`config.mk`:
```
export PLATFORM = sky130hd
export DESIGN_NAME = mdio_master
export DESIGN_NICKNAME = d
export VERILOG_FILES = /design/src/rtl/mdio_pkg.sv /design/src/rtl/mdio_mdc_gen.sv /design/src/rtl/mdio_alias_regs.sv /design/src/rtl/mdio_master.sv
export SDC_FILE = /design/constraint.sdc
export NUM_CORES = 1
export LEC_CHECK = 0
export BUFFER_PORTS_ARGS = -buffer_cell sky130_fd_sc_hd__buf_2
export CAP_MARGIN = 10
export CORE_AREA = 2 2 173 175
export CTS_CLUSTER_DIAMETER = 40
export DETAILED_ROUTE_END_ITERATION = 16
export DIE_AREA = 0 0 175 177
export GPL_TIMING_DRIVEN = 0
export SYNTH_ARGS = -nofsm -noshare
export SYNTH_HDL_FRONTEND = slang
export SYNTH_SLANG_ARGS = --single-unit
```
`constraint.sdc`:
```
create_clock -name clk -period 2.5 [get_ports clk]
set_input_delay 0.5 -clock clk [delete_from_list [all_inputs] [get_ports clk]]
set_output_delay 0.5 -clock clk [all_outputs]
set_load 0.05 [all_outputs]
```
`src/rtl/mdio_pkg.sv`:
```
package mdio_pkg;

    typedef enum logic [2:0] {
        ST_IDLE,
        ST_LOCAL,
        ST_PRE,
        ST_CMD,
        ST_TAIL
    } mdio_state_e;

    localparam int PRE_BITS    = 33;
    localparam int RD_CMD_BITS = 16;
    localparam int WR_CMD_BITS = 32;
    localparam int RD_TAIL     = 19;
    localparam int WR_TAIL     = 2;
    localparam int DATA_W      = 16;
    localparam int NSLOT       = 11;

endpackage

```
`src/rtl/mdio_mdc_gen.sv`:
```
module mdio_mdc_gen #(
    parameter int HALF_DIV = 50
) (
    input  logic clk,
    input  logic rst_n,
    input  logic run,
    output logic mdc,
    output logic rise,
    output logic bit_end
);
    localparam int CW = (HALF_DIV > 2) ? $clog2(HALF_DIV) : 1;
    localparam logic [CW-1:0] LAST = CW'(HALF_DIV - 1);

    logic [CW-1:0] cnt_q;
    logic          mdc_q;

    always_ff @(posedge clk or negedge rst_n) begin
        if (!rst_n) begin
            cnt_q <= '0;
            mdc_q <= 1'b0;
        end else if (!run) begin
            cnt_q <= '0;
            mdc_q <= 1'b0;
        end else if (cnt_q == LAST) begin
            cnt_q <= '0;
            mdc_q <= ~mdc_q;
        end else begin
            cnt_q <= cnt_q + 1'b1;
        end
    end

    always_comb begin
        mdc     = mdc_q;
        rise    = run && !mdc_q && (cnt_q == LAST);
        bit_end = run &&  mdc_q && (cnt_q == LAST);
    end

    // a high phase never starts while the block is stopped
    p_mdc_needs_run_r2: assert property (@(posedge clk) disable iff (!rst_n)
        !run |=> !mdc_q);

endmodule

```
`src/rtl/mdio_alias_regs.sv`:
```
module mdio_alias_regs
    import mdio_pkg::*;
(
    input  logic              clk,
    input  logic              rst_n,
    input  logic [4:0]        addr,
    input  logic              wr_en,
    input  logic [DATA_W-1:0] wdata,
    output logic              hit,
    output logic [DATA_W-1:0] rdata
);
    logic [3:0]        slot;
    logic [DATA_W-1:0] slot_q [NSLOT];

    always_comb begin
        hit  = 1'b1;
        slot = 4'd0;
        if (addr <= 5'd6) begin
            slot = addr[3:0];
        end else if (addr == 5'd17) begin
            slot = 4'd7;
        end else if (addr >= 5'd29) begin
            slot = 4'(addr - 5'd21);
        end else begin
            hit = 1'b0;
        end
    end

    for (genvar g = 0; g < NSLOT; g++) begin : g_slot
        always_ff @(posedge clk or negedge rst_n) begin
            if (!rst_n)
                slot_q[g] <= '0;
            else if (wr_en && hit && slot == 4'(g))
                slot_q[g] <= wdata;
        end
    end

    assign rdata = hit ? slot_q[slot] : {DATA_W{1'b1}};

endmodule

```
`src/rtl/mdio_master.sv`:
```
module mdio_master
    import mdio_pkg::*;
#(
    parameter int HALF_DIV  = 50,
    parameter int REG_W     = 8,
    parameter bit ALIAS_EN  = 1'b1,
    parameter int ALIAS_PHY = 30
) (
    input  logic              clk,
    input  logic              rst_n,
    input  logic              req_valid,
    output logic              req_ready,
    input  logic              req_write,
    input  logic [4:0]        req_phy,
    input  logic [REG_W-1:0]  req_reg,
    input  logic [DATA_W-1:0] req_wdata,
    output logic              rsp_done,
    output logic [DATA_W-1:0] rsp_rdata,
    output logic              busy,
    output logic              mdc,
    output logic              mdio_o,
    output logic              mdio_oe,
    input  logic              mdio_i
);
    mdio_state_e state_q, state_d;

    logic              wr_q, bad_q;
    logic [4:0]        reg_q;
    logic [DATA_W-1:0] wdata_q, cap_q, rdata_q;
    logic [31:0]       shreg_q;
    logic [5:0]        bitcnt_q;
    logic              done_q;
    logic              run, rise, bit_end;
    logic              accept, to_local;
    logic [5:0]        cmd_last, tail_last;
    logic              al_hit;
    logic [DATA_W-1:0] al_rdata;

    assign accept    = req_valid && (state_q == ST_IDLE);
    assign to_local  = (req_reg[REG_W-1:5] != '0) ||
                       (ALIAS_EN && (req_phy == 5'(ALIAS_PHY)));
    assign cmd_last  = wr_q ? 6'(WR_CMD_BITS - 1) : 6'(RD_CMD_BITS - 1);
    assign tail_last = wr_q ? 6'(WR_TAIL - 1)     : 6'(RD_TAIL - 1);
    assign run       = (state_q == ST_PRE) || (state_q == ST_CMD) ||
                       (state_q == ST_TAIL);

    mdio_mdc_gen #(.HALF_DIV(HALF_DIV)) u_mdc (
        .clk    (clk),
        .rst_n  (rst_n),
        .run    (run),
        .mdc    (mdc),
        .rise   (rise),
        .bit_end(bit_end)
    );

    if (ALIAS_EN) begin : g_alias
        mdio_alias_regs u_alias (
            .clk  (clk),
            .rst_n(rst_n),
            .addr (reg_q),
            .wr_en((state_q == ST_LOCAL) && wr_q && !bad_q),
            .wdata(wdata_q),
            .hit  (al_hit),
            .rdata(al_rdata)
        );
    end else begin : g_no_alias
        assign al_hit   = 1'b0;
        assign al_rdata = {DATA_W{1'b1}};
    end

    // state register
    always_ff @(posedge clk or negedge rst_n) begin
        if (!rst_n) state_q <= ST_IDLE;
        else        state_q <= state_d;
    end

    // transitions
    always_comb begin
        state_d = state_q;
        unique case (state_q)
            ST_IDLE:  if (accept) state_d = to_local ? ST_LOCAL : ST_PRE;
            ST_LOCAL: state_d = ST_IDLE;
            ST_PRE:   if (bit_end && bitcnt_q == 6'(PRE_BITS - 1)) state_d = ST_CMD;
            ST_CMD:   if (bit_end && bitcnt_q == cmd_last) state_d = ST_TAIL;
            ST_TAIL:  if (bit_end && bitcnt_q == tail_last) state_d = ST_IDLE;
            default:  state_d = ST_IDLE;
        endcase
    end

    // datapath
    always_ff @(posedge clk or negedge rst_n) begin
        if (!rst_n) begin
            wr_q     <= 1'b0;
            bad_q    <= 1'b0;
            reg_q    <= '0;
            wdata_q  <= '0;
            shreg_q  <= '0;
            bitcnt_q <= '0;
            cap_q    <= '0;
            rdata_q  <= '0;
            done_q   <= 1'b0;
        end else begin
            done_q <= 1'b0;
            if (accept) begin
                wr_q     <= req_write;
                bad_q    <= (req_reg[REG_W-1:5] != '0);
                reg_q    <= req_reg[4:0];
                wdata_q  <= req_wdata;
                bitcnt_q <= '0;
                shreg_q  <= req_write
                    ? {2'b01, 2'b01, req_phy, req_reg[4:0], 2'b10, req_wdata}
                    : {2'b11, 2'b01, 2'b10, req_phy, req_reg[4:0], 16'h0000};
            end
            if (state_q == ST_LOCAL) begin
                done_q <= 1'b1;
                if (!wr_q)
                    rdata_q <= (bad_q || !al_hit) ? {DATA_W{1'b1}} : al_rdata;
            end
            if (run && bit_end)
                bitcnt_q <= (state_d != state_q) ? 6'd0 : bitcnt_q + 6'd1;
            if (state_q == ST_CMD && bit_end)
                shreg_q <= {shreg_q[30:0], 1'b0};
            if (state_q == ST_TAIL && rise && !wr_q &&
                bitcnt_q >= 6'd2 && bitcnt_q <= 6'd17)
                cap_q <= {cap_q[DATA_W-2:0], mdio_i};
            if (state_q == ST_TAIL && bit_end && bitcnt_q == tail_last) begin
                done_q <= 1'b1;
                if (!wr_q) rdata_q <= cap_q;
            end
        end
    end

    // outputs
    always_comb begin
        req_ready = (state_q == ST_IDLE);
        busy      = (state_q != ST_IDLE);
        rsp_done  = done_q;
        rsp_rdata = rdata_q;
        mdio_oe   = 1'b0;
        mdio_o    = 1'b0;
        unique case (state_q)
            ST_PRE: begin mdio_oe = 1'b1; mdio_o = 1'b1;        end
            ST_CMD: begin mdio_oe = 1'b1; mdio_o = shreg_q[31]; end
            default: ;
        endcase
    end

    // the clock rests low whenever the block is idle
    p_idle_mdc_low_r1: assert property (@(posedge clk) disable iff (!rst_n)
        !busy |-> !mdc);
    // preamble bits are driven ones
    p_preamble_ones_r3: assert property (@(posedge clk) disable iff (!rst_n)
        (state_q == ST_PRE) |-> (mdio_oe && mdio_o));
    // the pad is released during the trailing bits
    p_tail_released_r5: assert property (@(posedge clk) disable iff (!rst_n)
        (state_q == ST_TAIL) |-> !mdio_oe);
    // no second request while a transaction runs
    p_no_accept_busy_r7: assert property (@(posedge clk) disable iff (!rst_n)
        busy |-> !req_ready);
    // locally served requests never clock the bus
    p_local_quiet_r8: assert property (@(posedge clk) disable iff (!rst_n)
        (state_q == ST_LOCAL) |-> !mdc);
    // completion is a single pulse, issued after a busy cycle
    p_done_pulse_r11: assert property (@(posedge clk) disable iff (!rst_n)
        rsp_done |=> !rsp_done);
    p_done_after_busy_r11: assert property (@(posedge clk) disable iff (!rst_n)
        $rose(rsp_done) |-> ($past(busy) && !busy));

endmodule

```
# Word-level counts from Yosys, hierarchy flattened
# Index checks and enable logic that the tools add are counted.
# Widths: inputs -> output; s select.
[word_totals]
out_inout_bits = 22
word_cells = 137
ff_bits = 280
[op_classes]
addsub = 3
n_eq_ne = 22
bitwise = 2
n_lt_le_gt_ge = 5
reduce_logical = 45
mux = 37
[op_table]
columns = ["cell", "count"]
rows = [
  ["$mux 16", 8],
  ["$mux 32", 3],
  ["$bmux 16 s4", 1],
  ["$logic_and 1x1->1", 30],
  ["$mux 6", 5],
  ["$eq 4x3->1 const B", 4],
  ["$add 6x1->6 const B", 2],
  ["$eq 4x4->1 const B", 3],
  ["$eq 6x5->1", 2],
  ["$eq 6x6->1 const B", 2],
  ["$mux 3", 4],
  ["$mux 4", 3],
  ["$pmux 3 s4", 1],
  ["$eq 5x5->1 const B", 2],
  ["$ge 5x5->1 const B", 2],
  ["$mux 5", 2],
  ["$eq 4x2->1 const B", 2],
  ["$mux 1", 8],
  ["$eq 3x2->1 const B", 2],
  ["$ge 6x2->1 const B", 1],
  ["$le 6x5->1 const B", 1],
  ["$reduce_bool 3->1", 2],
  ["$le 5x3->1 const B", 1],
  ["$not 4->5", 1],
  ["other kinds (15)", 22],
]

# Logic depth before layout (Yosys ltp)
[logic_depth]
word_depth = 14
mapped_depth = 12
ltp_nobuf = 9

# Hierarchy
# A second synthesis with hierarchy kept.
[unflattened]
cells_unflattened = 1179
hier_area_um2 = 13290.2
[modules_own_cells]
columns = ["mod", "seq_area_each_um2", "area_per_inst_um2", "cells_per_inst", "instances"]
rows = [
  ["mdio_alias_regs", 4404.2, 8298.0, 647, 1],
  ["mdio_master", 2427.3, 4636.9, 499, 1],
  ["mdio_mdc_gen", 175.2, 355.3, 33, 1],
]

# Worst setup path before layout
# No wires, ideal clock.
[synth_timing]
path_type = "register to register"
startpoint = "reg state_q[0]"
endpoint = "reg bitcnt_q[3]"
n_path_buf = 2
arrival_time_ns = 2.930
required_ns = 2.382
synth_period_minus_slack_ns = 3.048
stages_incl_launch_ff = 10
slack_ns = -0.548
cell_sequence = "dfrtp_1 > clkbuf_1 > nor3_1 > and2_1 > clkbuf_1 > a2bb2oi_1 > a31oi_1 > nand2b_1 > o21ai_0 > a21o_1"
[synth_via]
word_cells_on_any_way = 22
cone_classes = "4 x eq/ne; 7 x mux; 11 x reduce/logical"
[synth_lines]
columns = ["element", "line_no", "text"]
rows = [
  ["start, declared", "mdio_master.sv:25", "mdio_state_e state_q, state_d;"],
  ["start signal, assigned", "mdio_master.sv:74", "else state_q <= state_d;"],
  ["$logic_not 3->1 (*)", "--", ""],
  ["named net req_ready", "mdio_master.sv:12", "output logic req_ready,"],
  ["$logic_and 1x1->1", "mdio_master.sv:39", "assign accept = req_valid && (state_q == ST_IDLE);"],
  ["$mux 3", "mdio_master.sv:81", "ST_IDLE: if (accept) state_d = to_local ? ST_LOCAL : ST_PRE;"],
  ["$pmux 3 s4", "mdio_master.sv:80", "unique case (state_q)"],
  ["$ne 3x3->1", "mdio_master.sv:120", "bitcnt_q <= (state_d != state_q) ? 6'd0 : bitcnt_q + 6'd1;"],
  ["$mux 6", "mdio_master.sv:120", ""],
  ["$mux 6", "mdio_master.sv:119", "if (run && bit_end)"],
  ["end signal, assigned", "mdio_master.sv:120", ""],
  ["end, declared", "mdio_master.sv:31", "logic [5:0] bitcnt_q;"],
]
# Mark *: on every way through the listed nets, which the timed path passes. The rest lies on a longest branch.
# A chain may end at the register's enable or synchronous reset.

# Final worst setup path
[layout_timing]
startpoint = "reg reg_q[1]"
endpoint = "reg g_alias.u_alias.slot_q[9] (netlist name)"
[layout_via]
elab_chain_len = 6
word_cells_on_any_way = 13
cone_classes = "1 x add/sub; 2 x order compare; 2 x eq/ne; 6 x mux; 2 x reduce/logical"
[layout_lines]
columns = ["element", "line_no", "text"]
rows = [
  ["start, declared", "mdio_master.sv:28", "logic [4:0] reg_q;"],
  ["start signal, assigned", "mdio_master.sv:107", "reg_q <= req_reg[4:0];"],
  ["$sub 4x3->4 / $ge 5x5->1 (equally long branches)", "mdio_alias_regs.sv:23, mdio_alias_regs.sv:22", ""],
  ["$mux 4 / $mux 1 (equally long branches)", "mdio_alias_regs.sv:22", "end else if (addr >= 5'd29) begin"],
  ["$mux 4 / $mux 1 (equally long branches)", "mdio_alias_regs.sv:20", "end else if (addr == 5'd17) begin"],
  ["$mux 4 / $mux 1 (equally long branches)", "mdio_alias_regs.sv:18", "if (addr <= 5'd6) begin"],
  ["$eq 4x4->1 / $logic_and 1x1->1 (equally long branches)", "mdio_alias_regs.sv:33", "else if (wr_en && hit && slot == 4'(g))"],
  ["$logic_and 1x1->1 (*)", "mdio_alias_regs.sv:33", ""],
  ["end signal, assigned by index", "mdio_alias_regs.sv:34", "slot_q[g] <= wdata;"],
  ["end, declared", "mdio_alias_regs.sv:13", "logic [DATA_W-1:0] slot_q [NSLOT];"],
]
# Every way passes the cells marked *; elsewhere a longest branch is shown, timed or not.

==> reports/qor.txt <==
starting utilization of the core area: 0.444
area post-placement: 13900 µm²
number of nets in the final layout: 1344
library cells used by synthesis: 57
post-synth top area share: 0.540
first-pass detailed-route iteration total: 6
Period minus WS final: 2.85 ns
Post-Place Cells: 1563
maximum number of pins on one net before global-route repair: 107
maximum capacitance violations: 0
final worst-path setup slack: -0.354 ns
GRT Util Overall: 0.240
post-synthesis net count: 1161
post-synthesis sequential area ratio: 0.540
grt ovf: 0
total power per unit cell area: 627 nW/µm²
largest clock skew in the final design: 0.0192 ns
Slew HR: 0.482
Reg clk slew, reported paths: 0.05 ns
cell type contributing the most total cell area after synthesis: sky130_fd_sc_hd__dfrtp_1
average detailed-routed wire length per instance: 22.0 µm
PortBufs: 54
post-synthesis to final-layout area growth: 35.4%
peak clock frequency supported by timing: 350 MHz
worst slack on hold paths: -0.00135 ns
Fill cells: 2272
initial drt markers: 900
share of synthesized flip-flops with an asynchronous set or reset: 1.00
netlist area before placement: 13000 µm²
# diodes: 0
share of final-layout standard cells stronger than drive strength 1: 0.398
final core occ: 0.601
Setup crit end kind: flip-flop
static leakage: 8.53 nW
Avg Inst Size Synth: 11.6 µm²
via count of the first global-routing pass: 9679
Worst-Margin Slew: 0.777 ns
height of the chip: 177 µm
number of synthesized flops with an enable pin: 0
number of endpoints failing setup at the final stage: 176
post-synthesis instance total: 1117
worst-case setup slack after placement: -0.842 ns
number of buffers on the longest clock path: 3
global placer's final weighted congestion: 0.830
top area cells in the synthesized netlist: sky130_fd_sc_hd__dfrtp_1, sky130_fd_sc_hd__mux2_2, sky130_fd_sc_hd__mux2i_1, sky130_fd_sc_hd__nand2_1, sky130_fd_sc_hd__nor2_1
number of CTS-inserted buffers: 43
non-filler cells in the finished layout: 1722
wire length of the first global-routing pass: 57.2 mm
CTS tree: done
via count: 9723
post-synthesis sequential element count: 280
failing checks: hold timing, setup timing
number of nets still failing antenna checks after routing: 0
unrepaired setup endpoints after global routing: yes
final sum of negative setup slack: -35.38 ns
number of primary I/O pins: 56
data required time at the worst endpoint: 2.90 ns
Final Hold Viols: 2
total wire length: 37.9 mm
Die Footprint: 31000 µm²
worst-path fanout max: 5
clk_lat worst skew: 0.53 ns
number of sinks driven by the clock tree: 280
final instance area: 17600 µm²
clock tree root buffer cell: sky130_fd_sc_hd__clkbuf_16
via count normalized by instance count: 5.65
DRC violation count after routing: 0
startpoint type of the worst setup path: flip-flop
number of max-slew violations in the final report: 0
H-tree depth: 2
largest voltage drop on the vdd net: 570 µV
outcome: finished, violations left
Critical Path AT: 3.25 ns
number of antenna violations at the first check in global routing: 1
overall die width: 175 µm
Total Power: 11.0 mW
Core Rows: 63
Detail Placement HPWL: 23.3 mm
Yosys warning total: 0
CP Class: flip-flop to flip-flop
final worst path period share: 1.14
prevailing post-synth register cell: sky130_fd_sc_hd__dfrtp_1
core region area: 29200 µm²
type of the tightest min-delay check: input port to async pin
-- registers in the layout, indices dropped and copies added (netlist names), 3 cells and up, named ones only --
| signal | flops |
|---|---|
| g_alias.u_alias.slot_q | 176 |
| shreg_q | 32 |
| cap_q | 16 |
| wdata_q | 16 |
| bitcnt_q | 6 |
| u_mdc.cnt_q | 6 |
| reg_q | 5 |
| state_q | 3 |
-- per-layer routing --
layer,up-vias,track usage,wire length (µm),share of wire
li1,4355,-,-,-
met1,5023,0.349,17400,0.46
met2,277,0.375,17700,0.47
met3,68,0.0357,1990,0.052
met4,0,0.0688,873,0.023
met5,-,0,0,0
-- final cells by class --
| cell class | instances | area, µm² | share of cell area |
|---|---|---|---|
| tap | 390 | 488 | 0.0278 |
| timing repair buffer | 142 | 1360 | 0.0774 |
| clock buffer | 53 | 1190 | 0.0679 |
| buffer | 73 | 598 | 0.0340 |
| sequential | 280 | 7010 | 0.399 |
| clock inverter | 24 | 329 | 0.0187 |
| inverter | 14 | 55.1 | 0.00313 |
| multi-input combinational | 746 | 6550 | 0.372 |
-- Yosys cell counts (2+ instances only) --
cell                          n
sky130_fd_sc_hd__a21oi_1      5
sky130_fd_sc_hd__o22ai_1     32
sky130_fd_sc_hd__nor3_1      11
sky130_fd_sc_hd__ha_1        10
sky130_fd_sc_hd__dfrtp_1    280
sky130_fd_sc_hd__nor2b_1      3
sky130_fd_sc_hd__buf_6        2
sky130_fd_sc_hd__xor2_1       4
sky130_fd_sc_hd__o21a_1       2
sky130_fd_sc_hd__nand2_1    155
sky130_fd_sc_hd__mux2_2     192
sky130_fd_sc_hd__or4_1        3
sky130_fd_sc_hd__nor2_4       4
sky130_fd_sc_hd__nand2b_1     4
sky130_fd_sc_hd__buf_2       13
sky130_fd_sc_hd__inv_1       14
sky130_fd_sc_hd__a31oi_1     33
sky130_fd_sc_hd__nand3_2      4
sky130_fd_sc_hd__nor3_4       2
sky130_fd_sc_hd__o21ai_0     32
sky130_fd_sc_hd__nor4bb_1     2
sky130_fd_sc_hd__nand3_1     27
sky130_fd_sc_hd__nor2_1      66
sky130_fd_sc_hd__a32oi_1     16
sky130_fd_sc_hd__and2_1       3
sky130_fd_sc_hd__a2111oi_4    2
sky130_fd_sc_hd__or3_1       17
sky130_fd_sc_hd__xnor2_1      3
sky130_fd_sc_hd__buf_4       10
sky130_fd_sc_hd__and3_1       4
sky130_fd_sc_hd__a221o_1     10
sky130_fd_sc_hd__clkbuf_1    49
sky130_fd_sc_hd__mux2i_1     70
sky130_fd_sc_hd__o21ai_1      2
sky130_fd_sc_hd__nor2_2       4
sky130_fd_sc_hd__a21o_1       4
sky130_fd_sc_hd__buf_1        3
-- cells by family (layout without fill, tap and decap cells) --
logic type      after synthesis  after routing  share of synthesized area
compound gates              150            150                     0.0811
xor+xnor                      7              7                    0.00472
fa+ha+maj                    10             10                    0.00963
buf+inv                      91            306                     0.0316
flops                       280            280                      0.540
mux                         262            262                      0.220
simple gates                317            317                      0.113
-- power breakdown --
part	internal (mW)	leakage [nW]	total [mW]	switching [mW]
clock	4.12	0.734	6.32	2.20
combinational	0.0373	4.02	0.161	0.124
sequential	4.54	3.77	4.54	0
total	8.69	8.53	11.0	2.33
-- final timing paths --
kind,slack (ns),from,to,cells after the start
min in group clk,0.19,req_wdata[8],wdata_q[8]$_DFFE_PN0P_,3
setup / recovery,-0.35,reg_q[1]$_DFFE_PN0P_,g_alias.u_alias.slot_q[9]$_DFFE_PN0P_,13
setup reg to reg,-0.35,reg_q[1]$_DFFE_PN0P_,g_alias.u_alias.slot_q[9]$_DFFE_PN0P_,13
max in group asynchronous,1.11,rst_n,g_alias.u_alias.slot_q[97]$_DFFE_PN0P_,3
hold reg to reg,0.48,shreg_q[25]$_DFFE_PN0P_,shreg_q[26]$_DFFE_PN0P_,2
hold / removal,-0.001,rst_n,shreg_q[22]$_DFFE_PN0P_,1
-- what timing repair did --
item	4_1_cts	5_1_grt
endpoints found under the setup margin	207	207
pin swaps	44	37
gates resized for setup	261	98
hold buffers	0	0
gates cloned	9	7
buffers inserted	48	31
-- critical path: stages, from the launching register on --
cell and delay (ns):
sky130_fd_sc_hd__dfrtp_1 0.41, sky130_fd_sc_hd__ha_4 0.17, sky130_fd_sc_hd__and3b_4 0.30, sky130_fd_sc_hd__buf_6 0.10, sky130_fd_sc_hd__a2111oi_4 0.03, sky130_fd_sc_hd__buf_4 0.18, sky130_fd_sc_hd__buf_6 0.11, sky130_fd_sc_hd__o21a_4 0.20
sky130_fd_sc_hd__nor3_4 0.15, sky130_fd_sc_hd__buf_12 0.15, sky130_fd_sc_hd__nand2_8 0.07, sky130_fd_sc_hd__nor3_4 0.32, sky130_fd_sc_hd__buf_6 0.22, sky130_fd_sc_hd__mux2_4 0.31
-- cell usage in the layout, fill, tap and decap left out, types with 11 or more instances in the layout --
master,count
sky130_fd_sc_hd__dfrtp_1,279
sky130_fd_sc_hd__o21ai_0,31
sky130_fd_sc_hd__or3_1,17
sky130_fd_sc_hd__buf_12,18
sky130_fd_sc_hd__nor2_1,55
sky130_fd_sc_hd__inv_1,12
sky130_fd_sc_hd__clkbuf_1,38
sky130_fd_sc_hd__clkbuf_16,50
sky130_fd_sc_hd__a32oi_1,16
sky130_fd_sc_hd__buf_4,42
sky130_fd_sc_hd__buf_2,56
sky130_fd_sc_hd__o22ai_1,24
sky130_fd_sc_hd__nand3_1,23
sky130_fd_sc_hd__buf_6,30
sky130_fd_sc_hd__nand2_1,147
sky130_fd_sc_hd__mux2_2,64
sky130_fd_sc_hd__a31oi_1,32
sky130_fd_sc_hd__mux2_4,128
sky130_fd_sc_hd__buf_8,11
sky130_fd_sc_hd__mux2i_1,63
No activity file was read; power rests on OpenSTA's default activity.
